**config.mk**
```make
export PLATFORM = sky130hd
export DESIGN_NAME = ovl_gen
export DESIGN_NICKNAME = d
export VERILOG_FILES = /design/src/rtl/ovl_pkg.sv /design/src/rtl/ovl_timing.sv /design/src/rtl/ovl_regs.sv /design/src/rtl/ovl_glyph.sv /design/src/rtl/ovl_gen.sv
export SDC_FILE = /design/constraint.sdc
export NUM_CORES = 1
export LEC_CHECK = 0
export BUFFER_PORTS_ARGS = -buffer_cell sky130_fd_sc_hd__buf_2
export CELL_PAD_IN_SITES_DETAIL_PLACEMENT = 2
export CELL_PAD_IN_SITES_GLOBAL_PLACEMENT = 2
export CORE_MARGIN = 4
export CORE_UTILIZATION = 48
export DETAILED_ROUTE_END_ITERATION = 16
export HOLD_SLACK_MARGIN = 0.1
export PLACE_DENSITY_LB_ADDON = 0.08
export SLEW_MARGIN = 20
export SYNTH_ARGS = -nofsm -noshare
export SYNTH_HDL_FRONTEND = slang
export SYNTH_SLANG_ARGS = --single-unit
```
**constraint.sdc**
```tcl
create_clock -name clk_i -period 18.55 [get_ports clk_i]
set_input_delay 3.71 -clock clk_i [delete_from_list [all_inputs] [get_ports clk_i]]
set_output_delay 3.71 -clock clk_i [all_outputs]
set_load 0.005 [all_outputs]
```
**src/rtl/ovl_pkg.sv**
```systemverilog
package ovl_pkg;
  localparam int ROWS    = 8;
  localparam int COLS    = 20;
  localparam int GLYPH_W = 11;
  localparam int GLYPH_H = 15;
  localparam int CODE_W  = 4;
  localparam int ADDR_W  = 8;
  localparam int DATA_W  = 8;
  localparam int POS_W   = 8;
  localparam int CNT_W   = 9;
  localparam int ROW_W   = $clog2(ROWS);
  localparam int COL_W   = $clog2(COLS);
  localparam int GX_W    = $clog2(GLYPH_W);
  localparam int GY_W    = $clog2(GLYPH_H);

  typedef logic [2:0] rgb_t;

  typedef struct packed {
    logic [POS_W-1:0] vstart;
    logic [POS_W-1:0] hstart;
    logic             bar_en;
    logic [ROW_W-1:0] bar_row;
    rgb_t             bar_rgb;
    logic [COL_W-1:0] split;
  } ctl_t;
endpackage

```
**src/rtl/ovl_timing.sv**
```systemverilog
module ovl_timing
  import ovl_pkg::*;
#(
  parameter int CW = CNT_W
) (
  input  logic             clk_i,
  input  logic             rst_ni,
  input  logic             hsync_i,
  input  logic             vsync_i,
  input  logic [POS_W-1:0] vstart_i,
  input  logic [POS_W-1:0] hstart_i,
  output logic             frame_start_o,
  output logic [CW-1:0]    h_cnt_o,
  output logic [CW-1:0]    v_cnt_o,
  output logic             in_win_o,
  output logic [ROW_W-1:0] row_o,
  output logic [COL_W-1:0] col_o,
  output logic [GX_W-1:0]  x_o,
  output logic [GY_W-1:0]  y_o
);
  localparam int RW = CW + 1;
  localparam logic [RW-1:0] WIN_W_V = RW'(COLS * GLYPH_W);
  localparam logic [RW-1:0] WIN_H_V = RW'(ROWS * GLYPH_H);
  localparam logic [RW-1:0] GW_V    = RW'(GLYPH_W);
  localparam logic [RW-1:0] GH_V    = RW'(GLYPH_H);

  logic hs_q, vs_q, h_trail;
  logic [RW-1:0] hrel, vrel, cidx, gx, ridx, gy;
  logic in_h, in_v;

  assign h_trail       = hs_q & ~hsync_i;
  assign frame_start_o = vsync_i & ~vs_q;

  always_ff @(posedge clk_i or negedge rst_ni) begin
    if (!rst_ni) begin
      hs_q    <= 1'b0;
      vs_q    <= 1'b0;
      h_cnt_o <= '0;
      v_cnt_o <= '0;
    end else begin
      hs_q <= hsync_i;
      vs_q <= vsync_i;
      if (h_trail) h_cnt_o <= '0;
      else if (h_cnt_o != '1) h_cnt_o <= h_cnt_o + 1'b1;
      if (frame_start_o) v_cnt_o <= '0;
      else if (h_trail && v_cnt_o != '1) v_cnt_o <= v_cnt_o + 1'b1;
    end
  end

  always_comb begin
    hrel = {1'b0, h_cnt_o} - RW'(hstart_i);
    vrel = {1'b0, v_cnt_o} - RW'(vstart_i);
    in_h = ({1'b0, h_cnt_o} >= RW'(hstart_i)) && (hrel < WIN_W_V);
    in_v = ({1'b0, v_cnt_o} >= RW'(vstart_i)) && (vrel < WIN_H_V);
    cidx = hrel / GW_V;
    gx   = hrel % GW_V;
    ridx = vrel / GH_V;
    gy   = vrel % GH_V;
    in_win_o = in_h && in_v;
    col_o = in_win_o ? cidx[COL_W-1:0] : '0;
    x_o   = in_win_o ? gx[GX_W-1:0]    : '0;
    row_o = in_win_o ? ridx[ROW_W-1:0] : '0;
    y_o   = in_win_o ? gy[GY_W-1:0]    : '0;
  end
endmodule

```
**src/rtl/ovl_regs.sv**
```systemverilog
module ovl_regs
  import ovl_pkg::*;
#(
  parameter int NR = ROWS,
  parameter int NC = COLS
) (
  input  logic                    clk_i,
  input  logic                    rst_ni,
  input  logic                    wr_en_i,
  input  logic [ADDR_W-1:0]       wr_addr_i,
  input  logic [DATA_W-1:0]       wr_data_i,
  input  logic                    frame_start_i,
  input  logic [ROW_W-1:0]        rd_row_i,
  input  logic [COL_W-1:0]        rd_col_i,
  output logic [CODE_W-1:0]       code_o,
  output ctl_t                    ctl_o,
  output logic [NR-1:0][2:0]      row_rgb_o
);
  localparam int CELLS   = NR * NC;
  localparam int A_ROWC  = CELLS;
  localparam int A_BAR   = A_ROWC + NR;
  localparam int A_BARC  = A_BAR + 1;
  localparam int A_SPLIT = A_BAR + 2;
  localparam int A_VST   = A_BAR + 3;
  localparam int A_HST   = A_BAR + 4;

  logic [CODE_W-1:0] mem [CELLS];
  logic [ADDR_W-1:0] rd_idx;
  ctl_t pend_ctl;
  logic [NR-1:0][2:0] pend_rgb;

  always_ff @(posedge clk_i or negedge rst_ni) begin
    if (!rst_ni) begin
      for (int i = 0; i < CELLS; i++) mem[i] <= '0;
    end else if (wr_en_i && wr_addr_i < ADDR_W'(CELLS)) begin
      mem[wr_addr_i] <= wr_data_i[CODE_W-1:0];
    end
  end

  assign rd_idx = ADDR_W'(rd_row_i) * ADDR_W'(NC) + ADDR_W'(rd_col_i);
  assign code_o = mem[rd_idx];

  for (genvar r = 0; r < NR; r++) begin : g_row
    always_ff @(posedge clk_i or negedge rst_ni) begin
      if (!rst_ni) begin
        pend_rgb[r]  <= 3'b111;
        row_rgb_o[r] <= 3'b111;
      end else begin
        if (wr_en_i && wr_addr_i == ADDR_W'(A_ROWC + r)) pend_rgb[r] <= wr_data_i[2:0];
        if (frame_start_i) row_rgb_o[r] <= pend_rgb[r];
      end
    end
  end

  always_ff @(posedge clk_i or negedge rst_ni) begin
    if (!rst_ni) begin
      pend_ctl <= '{vstart: POS_W'(2), hstart: POS_W'(8), bar_en: 1'b0,
                    bar_row: '0, bar_rgb: '0, split: '0};
      ctl_o    <= '{vstart: POS_W'(2), hstart: POS_W'(8), bar_en: 1'b0,
                    bar_row: '0, bar_rgb: '0, split: '0};
    end else begin
      if (wr_en_i) begin
        unique case (wr_addr_i)
          ADDR_W'(A_BAR): begin
            pend_ctl.bar_en  <= wr_data_i[3];
            pend_ctl.bar_row <= wr_data_i[ROW_W-1:0];
          end
          ADDR_W'(A_BARC):  pend_ctl.bar_rgb <= wr_data_i[2:0];
          ADDR_W'(A_SPLIT): pend_ctl.split   <= wr_data_i[COL_W-1:0];
          ADDR_W'(A_VST):   pend_ctl.vstart  <= wr_data_i[POS_W-1:0];
          ADDR_W'(A_HST):   pend_ctl.hstart  <= wr_data_i[POS_W-1:0];
          default: ;
        endcase
      end
      if (frame_start_i) ctl_o <= pend_ctl;
    end
  end
endmodule

```
**src/rtl/ovl_glyph.sv**
```systemverilog
module ovl_glyph
  import ovl_pkg::*;
#(
  parameter int GW = GLYPH_W,
  parameter int GH = GLYPH_H
) (
  input  logic [CODE_W-1:0] code_i,
  input  logic [GX_W-1:0]   x_i,
  input  logic [GY_W-1:0]   y_i,
  output logic              dot_o
);
  always_comb begin
    case (code_i)
      CODE_W'(0):  dot_o = 1'b0;
      CODE_W'(12): dot_o = (y_i == '0) || (y_i == GY_W'(GH - 1));
      CODE_W'(13): dot_o = (x_i == '0) || (x_i == GX_W'(GW - 1));
      CODE_W'(14): dot_o = x_i[0] ^ y_i[0];
      CODE_W'(15): dot_o = 1'b1;
      default:     dot_o = int'(x_i) < int'(code_i);  // fill-level glyphs
    endcase
  end
endmodule

```
**src/rtl/ovl_gen.sv**
```systemverilog
module ovl_gen
  import ovl_pkg::*;
(
  input  logic              clk_i,
  input  logic              rst_ni,
  input  logic              hsync_i,
  input  logic              vsync_i,
  input  logic              wr_en_i,
  input  logic [ADDR_W-1:0] wr_addr_i,
  input  logic [DATA_W-1:0] wr_data_i,
  output logic              blank_o,
  output logic              red_o,
  output logic              green_o,
  output logic              blue_o
);
  logic             frame_start, in_win, dot, lit, use_bar;
  logic [CNT_W-1:0] h_cnt, v_cnt;
  logic [ROW_W-1:0] row;
  logic [COL_W-1:0] col;
  logic [GX_W-1:0]  gx;
  logic [GY_W-1:0]  gy;
  logic [CODE_W-1:0] code;
  ctl_t             act_ctl;
  logic [ROWS-1:0][2:0] row_rgb;
  rgb_t             pix_rgb;

  ovl_timing #(.CW(CNT_W)) u_timing (
    .clk_i, .rst_ni, .hsync_i, .vsync_i,
    .vstart_i(act_ctl.vstart), .hstart_i(act_ctl.hstart),
    .frame_start_o(frame_start), .h_cnt_o(h_cnt), .v_cnt_o(v_cnt),
    .in_win_o(in_win), .row_o(row), .col_o(col), .x_o(gx), .y_o(gy)
  );

  ovl_regs #(.NR(ROWS), .NC(COLS)) u_regs (
    .clk_i, .rst_ni, .wr_en_i, .wr_addr_i, .wr_data_i,
    .frame_start_i(frame_start), .rd_row_i(row), .rd_col_i(col),
    .code_o(code), .ctl_o(act_ctl), .row_rgb_o(row_rgb)
  );

  ovl_glyph #(.GW(GLYPH_W), .GH(GLYPH_H)) u_glyph (
    .code_i(code), .x_i(gx), .y_i(gy), .dot_o(dot)
  );

  always_comb begin
    lit     = in_win & dot;
    use_bar = act_ctl.bar_en && (row == act_ctl.bar_row) && (col >= act_ctl.split);
    pix_rgb = use_bar ? act_ctl.bar_rgb : row_rgb[row];
  end

  always_ff @(posedge clk_i or negedge rst_ni) begin
    if (!rst_ni) begin
      blank_o <= 1'b0;
      {red_o, green_o, blue_o} <= 3'b000;
    end else begin
      blank_o <= lit;
      {red_o, green_o, blue_o} <= lit ? pix_rgb : 3'b000;
    end
  end
endmodule

```
== Word-level counts from Yosys, hierarchy flattened ==
Index checks and enable logic that the tools add are counted.
Storage, ports and cells
  register bits: 768
  bits of input ports: 21
  output and inout port bits: 4
  logic and storage cells: 294
Cells by class
  add/sub/neg operators: 5
  multipliers: 1
  divide/modulo/power cells: 4
  order comparisons: 11
  equal/unequal tests: 22
  muxes and demuxes: 19
  bitwise operators: 8
  reductions and logical operators: 28
Operator list (count)
  $bwmux W640: 1
  $eq A8 B8 Y1 const B: 13
  $mux W9: 4
  $bmux W4 S8: 1
  $demux W4 S8: 1
  $eq A4 B4 Y1 const B: 6
  $div A10 B4 Y10 const B: 2
  $mod A10 B4 Y10 const B: 2
  $mux W4: 5
  $sub A9 B8 Y10: 2
  $add A9 B1 Y9 const B: 2
  $ge A9 B8 Y1: 2
  $ge A9 B9 Y1 const B: 2
  $ne A9 B9 Y1 const B: 2
  $not A8 Y9: 2
  $logic_and A1 B1 Y1: 16
  $logic_not A4 Y1: 3
  $mux W3: 4
  $lt A10 B7 Y1 const B: 1
  $lt A10 B8 Y1 const B: 1
  $reduce_and A2 Y1: 5
  $bmux W3 S3: 1
  $lt A9 B1 Y1 const B: 1
  $add A8 B5 Y8: 1
  13 further kinds: 18

== Logic depth before layout (Yosys ltp) ==
Gate-level depths: netlist of run 1.
  depth in word-level cells: 15
  gate-level depth with buffers: 49
  gate-level depth less buffers: 47

== Hierarchy ==
Synthesis of run 1 repeated with hierarchy kept, for this count alone.
Second synthesis, totals
  cell total of the unflattened synthesis: 2897
  area, all modules: 38939.8 sq um
Modules (own cells, without submodules)
  ovl_regs: instances 1, cells an instance 2244, area each 33903.8 sq um, sequential area each 18682.9 sq um
  ovl_timing: instances 1, cells an instance 567, area each 4289.1 sq um, sequential area each 500.5 sq um
  ovl_gen: instances 1, cells an instance 65, area each 589.3 sq um, sequential area each 100.1 sq um
  ovl_glyph: instances 1, cells an instance 21, area each 157.7 sq um, sequential area each 0.0 sq um

== Least setup slack after synthesis of run 1 ==
No wires, ideal clock.
  path type: reg-to-reg
  start point: register u_timing.v_cnt_o[0]
  end point: register blue_o
  library setup time: 101 ps
  data arrival time: 10351 ps
  required time: 18449 ps
  slack: 8098 ps
  cell stages (with the launch flop): 48
  buffers on the path: 8
  clock period less this slack: 10452 ps
  cell sequence: dfrtp_1 inv_1 ha_1 inv_1 fa_1 a21o_1 a21oi_1 o21bai_1 a21oi_1 o21bai_1 a21o_1 nor4_1 a2bb2oi_1 a21oi_1 a2111o_1 a21oi_1 o31ai_1 mux2i_1 [... 12 more ...] ha_1 clkbuf_1 clkbuf_1 buf_1 clkbuf_1 clkbuf_1 clkbuf_1 o21ai_0 a221oi_1 o21ai_0 o41ai_2 and2_1 ha_1 o21ai_0 nand2b_1 a31oi_1 nor4b_4 nor4_1
Between the ends
  cells in the longest elaborated chain, start to end: 15
  elaborated cells on any way between the ends: 40
  classes of those cells: add/sub (2); mul (1); div (2); order compare (4); eq/ne (7); mux (12); bitwise (3); reduce/logical (9)
Ends and longest elaborated chain
  start: declaration: line ovl_timing.sv:14  | output logic [CW-1:0] v_cnt_o,
  start signal: assignment: line ovl_timing.sv:46  | else if (h_trail && v_cnt_o != '1) v_cnt_o <= v_cnt_o + 1'b1;
  branches (longest 14 deep; another with $sub A9 B8 Y10)
  $mux W3 (*): line ovl_gen.sv:56  | {red_o, green_o, blue_o} <= lit ? pix_rgb : 3'b000;
  end signal: assignment: line ovl_gen.sv:56
  end: declaration: line ovl_gen.sv:14  | output logic blue_o
Every way passes the cells marked *. The select of a mux whose other input is x is not followed.
A chain may end at the register's enable or synchronous reset.

== Final worst setup path of run 1 ==
  start point: register u_timing.v_cnt_o[0]
  end point: register red_o
Between the ends
  cells in the longest elaborated chain, start to end: 15
  elaborated cells on any way between the ends: 40
  classes of those cells: add/sub (2); mul (1); div (2); order compare (4); eq/ne (7); mux (12); bitwise (3); reduce/logical (9)
Ends and longest elaborated chain
  branches (longest 14 deep; another with $sub A9 B8 Y10)
  $mux W3 (*): line ovl_gen.sv:56
  end signal: assignment: line ovl_gen.sv:56
  end: declaration: line ovl_gen.sv:12  | output logic red_o,
Marks and branches as above.

==> reports/results.ini, run 1 <==
[outcome]
status=completed

[setup_path]
crit_end=red_o
crit_type=flip-flop to flip-flop
reg2reg_from=u_timing.v_cnt_o[0]
r2r-end=red_o
cp.arrival_ps=14370
cpPeakStageDelay_ps=800
worst_path_most_repeated_cell=a21oi_1
startpoint=u_timing.v_cnt_o[0]
cp_max_fo=33
rr_worst_depth=46
ff2ff_setup_slack_ps=4710
crit_required_ps=19080
end_kind=flip-flop
cp_slowest_cell=nand2_1
critPathLaunchType=flip-flop

[global_routing]
grt_overflow_total=0
grt_pass1_vias=35800
antenna_found_initial=3
track_usage_pct=36.5
grt_first_pass_wirelength_mm=245
grt_max_degree=161

[yosys]
synth-warning-count=0
synthCells=3570
synthDistinctLibCells=113
synth_seq_area_share_pct=47.8
syn-num-nets=3633
synthArstFlopShare_pct=100
syn_area_sq_mm=0.0404
synth_edf_count=0
synthFlopType=dfrtp_1
synth-seq-cells=768
syn_avg_cell_area_sq_um=11.3

[timing]
hold_viol=0
slew_headroom_pct=18.9
min_period_over_period_pct=74.6
layout_setup_ws_ps=4710
fmax_mhz=72.3
finalSetupViolations=0
rsz0062_at_grt=no
fin_crit_ps=13840
finClkSkew_ps=25.1
fin_tns_setup_ps=0
tightest_slew_ps=1210
final_max_slew_viol_count=0

[detailed_routing]
wl_per_cell_um=35.1
wirelength_mm=164
drc=0
via_per_inst=6.83
drtIter0Drc=2944
vias=32000
ant_nets=0
drt_first_pass_iters=6

[finish]
synthToLayoutAreaGrowth_pct=10.9
fin_util_pct=53.6
nets=3589
final_layout_size_suffix_gt1_share_pct=31.9

[clocking]
hold_buffers=0
cts_setup_buffers=0
htreeDepth=3
cts_resized=0
clk_path_buf_depth=3
numCtsBuffers=88
cts.clk_slew.worst_paths_ps=60
cts.sinks=768
cts_tree=done
clock_latency_ps=680
root_buffer=clkbuf_16

[floorplan]
dieArea_sq_mm=0.0888
die_y_um=298
rows=106
initial_core_util_pct=48.3
core_sq_mm=0.0836
num_io_pins=25
fp.dieW_um=298

[placement]
io_buffers=24
gp_congestion=0.961
hpwl_mm=106
pre_cts_ws_ps=5380

[min_path]
min_path_type=flip-flop to flip-flop

[flow_run]
cap_viol_max_count=0

[per-stage QoR]
stage	hold slack (ps)	cell area, sq um	instances
global placement	459	41600	4514
finish	481	44800	4680
floorplan	446	40400	3570
CTS	491	44700	4677
detailed placement	475	41600	4514
global route	500	44800	4679
[area by class of cell]
type	instances	area (sq um)
Antenna cell	1	2.50
Clock buffer	121	2570
Clock inverter	42	586
Fill cell	7922	38800
Inverter	55	209
Multi-Input combinational cell	2512	20000
Sequential cell	768	19300
Tap cell	1080	1350
Timing Repair Buffer	101	769
[kinds of logic after synthesis]
group | Yosys count | synth area share [%]
buf+inv | 290 | 3.14
fa+ha+maj | 43 | 1.38
compound gates | 651 | 12.0
xor+xnor | 49 | 1.15
mux | 886 | 24.6
flops | 768 | 47.8
simple gates | 883 | 9.93
[registers in the layout, indices dropped and copies added, names as in the netlist]
register,count
u_regs.pend_ctl,28
u_regs.pend_rgb,24
u_timing.v_cnt_o,9
u_regs.ctl_o,28
u_timing.vs_q,1
blue_o,1
blank_o,1
u_regs.row_rgb_o,24
u_regs.mem,640
green_o,1
u_timing.h_cnt_o,9
red_o,1
u_timing.hs_q,1
[worst max-delay path, delay by kind of cell, from the launching register on]
kind / cells / cell delay (ps)
DFF: 1 / 420
adders and majority gates: 6 / 2170
xor gates and xnor gates: 1 / 170
buffers and inverters: 5 / 980
and+or+nand+nor: 8 / 2710
AOI/OAI and AO/OA: 25 / 6710
muxes: 1 / 460
[metal layers]
| layer | GRT usage (%) | share of wire [%] |
|---|---|---|
| met5 | 0 | 0.027 |
| met3 | 6.49 | 6.3 |
| met2 | 60.9 | 48 |
| met4 | 19.4 | 6.0 |
| met1 | 45.3 | 40 |
[worst min path at each step]
stage,slack [ps],to,cells past startpoint,start
CTS,490,u_regs.ctl_o[4],2,u_regs.pend_ctl[4]
detailed placement,480,u_regs.ctl_o[4],2,u_regs.pend_ctl[4]
finish,480,u_regs.ctl_o[4],2,u_regs.pend_ctl[4]
global placement,460,u_regs.ctl_o[3],2,u_regs.pend_ctl[3]
global route,500,u_regs.ctl_o[4],2,u_regs.pend_ctl[4]
floorplan,450,u_regs.ctl_o[13],2,u_regs.pend_ctl[13]
[layout by cell type (no fill, tap or decap), types with 17 or more instances in the layout]
master,netlist,final
nand3_1,95,95
clkinv_2,0,17
mux2i_1,120,120
a21oi_1,93,92
o22ai_1,38,38
o211ai_1,34,34
nor4_1,23,22
a31oi_1,28,27
dfstp_2,52,52
o21ai_0,103,103
nand4_1,22,22
buf_2,37,19
or3_1,17,17
mux2_2,756,756
a221oi_1,28,28
xnor2_1,26,25
a211oi_1,34,34
a311oi_1,17,17
xor2_1,20,19
nand2_1,332,332
nor2_1,226,223
ha_1,39,38
buf_4,4,72
clkbuf_8,0,20
clkbuf_16,0,90
inv_1,51,51
nor3_1,69,60
dfrtp_1,716,716
o221ai_1,38,38
[cells in the mapped netlist, drive strengths merged, types with 37 or more instances]
master  instances  area, sq um
mux2i         120         1200
a211oi         37          293
nor2          227          855
nor3           72          375
a21oi          93          465
buf            70          437
o21ai         110          569
o221ai         40          363
inv            52          198
nand2         333         1250
dfstp          52         1370
dfrtp         716        17900
o22ai          39          250
mux2          757         8520
nand3          95          475
clkbuf        165          621
ha             39          488
Power of run 1 is not shown: default switching activity piles up to over one toggle a cycle in this logic, so the estimate is an artifact.
==> inputs of run 2 (changes only) <==
CORE_UTILIZATION = 40   (was 48)
clock period = 11.2 ns   (was 18.55 ns; I/O delays follow)
==> run 2 against run 1 <==
Net effect: setup slack worse by 4100 ps; core utilization is 7.7 points lower; global-route usage is 6.4 points lower; critical path type unchanged.
==> reports/results.ini, run 2 (same netlist as run 1, synthesis figures left out) <==
[detailed_routing]
wirelength_mm=163
wl_per_cell_um=32.7
drtIter0Drc=2182
vias=31500
ant_nets=0
via_per_inst=6.33
drc=0
drt_first_pass_iters=5

[finish]
regMostFlops=u_regs.mem
synthToLayoutAreaGrowth_pct=13.9
layout_commonest_cell=mux2_2
reg.largest.list=u_regs.mem (640), u_regs.ctl_o (28), u_regs.pend_ctl (28)
mostFrequentLayoutCells=756 x mux2_2, 716 x dfrtp_1, 328 x nand2_1, 222 x nor2_1, 132 x buf_4
diodes=0
largest_reg_flops=640
nFillCells=9951
nets=3664
fin_area_sq_mm=0.0460
final_layout_size_suffix_gt1_share_pct=34.3

[timing]
final_max_slew_viol_count=0
fin_tns_setup_ps=0
fin_crit_ps=10610
slew_headroom_pct=15.9
layout_setup_ws_ps=592
tightest_slew_ps=1260
hold_viol=0
finalSetupViolations=0
fmax_mhz=94.3
min_period_over_period_pct=94.7
finClkSkew_ps=19.2

[setup_path]
crit_type=flip-flop to flip-flop
cp_slowest_cell=nor3_2
path_delay_family=simple AND/OR/NAND/NOR gates
cp.arrival_ps=11120
end_kind=flip-flop
critPathLaunchType=flip-flop
cpPeakStageDelay_ps=700
path_buf_inv=5
crit_required_ps=11710
cp_max_fo=15
ff2ff_setup_slack_ps=590

[floorplan]
die_y_um=326
dieArea_sq_mm=0.106
num_io_pins=25
core_sq_mm=0.100
fp.dieW_um=326
initial_core_util_pct=40.3
rows=116

[global_routing]
grt_first_pass_wirelength_mm=241
grt_max_degree=173
grt_overflow_total=0
antenna_found_initial=2
track_usage_pct=30.1
grt_pass1_vias=34600

[placement]
postPlaceCellArea_sq_mm=0.0424
hpwl_mm=110
io_buffers=24
gp_congestion=0.905
pre_cts_ws_ps=-317

[clocking]
htreeDepth=3
clk_path_buf_depth=3
cts.clk_slew.worst_paths_ps=60
hold_buffers=0
clock_latency_ps=690
cts_tree=done
cts.sinks=768
numCtsBuffers=91
root_buffer=clkbuf_16

[outcome]
status=completed

[flow_run]
cap_viol_max_count=0

[min_path]
min_path_type=flip-flop to flip-flop

[run 2: cell count changes in the layout (fill, tap and decap cells not counted), moves of 5 or more]
| cell | previous run | this run |
|---|---|---|
| a21oi_1 | 92 | 86 |
| bufinv_16 | 12 | 3 |
| buf_12 | 2 | 13 |
| a21oi_2 | 0 | 5 |
| clkbuf_8 | 20 | 28 |
| clkbuf_1 | 11 | 18 |
| buf_4 | 72 | 132 |
[run 2: repair_timing]
item	CTS	global route
hold endpoints to repair	0	0
gates resized for setup	23	46
buffers inserted	7	6
setup endpoints to repair	4	4
pin swaps	2	5
[run 2: worst paths after layout]
kind | from | end | depth (start not counted)
setup / recovery | u_timing.v_cnt_o[0] | green_o | 43
hold / removal | u_regs.pend_ctl[17] | u_regs.ctl_o[17] | 2
setup reg to reg | u_timing.v_cnt_o[0] | green_o | 43
hold reg to reg | u_regs.pend_ctl[17] | u_regs.ctl_o[17] | 2
max in group asynchronous | rst_ni | u_regs.mem[96] | 3
min in group asynchronous | rst_ni | u_regs.ctl_o[1] | 1
[run 2: worst register-to-register path, delay by kind of cell (launching register included)]
kind | cells | cell delay [ps]
XOR/XNOR | 2 | 490
multiplexers | 2 | 560
adder cells (fa/ha/maj) | 6 | 1640
flip-flops | 1 | 420
AND/OR/NAND/NOR | 13 | 3280
AO/OA/AOI/OAI | 15 | 3130
buffers and inverters | 5 | 910
[run 2: area by class of cell]
| class | instances | area, sq um | area share [%] |
|---|---|---|---|
| clock buffers | 140 | 2810 | 6.10 |
| clock inverters | 26 | 267 | 0.580 |
| repair buffers | 173 | 1470 | 3.20 |
| well taps | 1298 | 1620 | 3.53 |
| inverters | 55 | 215 | 0.468 |
| flip-flops and latches | 768 | 19300 | 41.9 |
| multi-input cells | 2512 | 20300 | 44.2 |
[run 2: metal layers]
layer	part of all wire, %	GRT usage (%)	wire length (um)	up-vias
met4	4.8	12.0	7840	0
met3	4.7	4.15	7680	371
li1	-	-	-	13300
met2	48	50.9	78500	890
met5	0	0	0	-
met1	42	39.1	68800	16900
[run 2: per-stage QoR]
| stage | std cells | util, % | hold slack [ps] |
|---|---|---|---|
| after floorplan | 3570 | - | 446 |
| after global placement | 4792 | 42.3 | 456 |
| after detailed placement | 4792 | 42.3 | 474 |
| after CTS | 4965 | 45.5 | 485 |
| after global routing | 4972 | 45.9 | 516 |
| final | 4972 | 45.9 | 483 |
Power of run 2 is left out for the same reason.
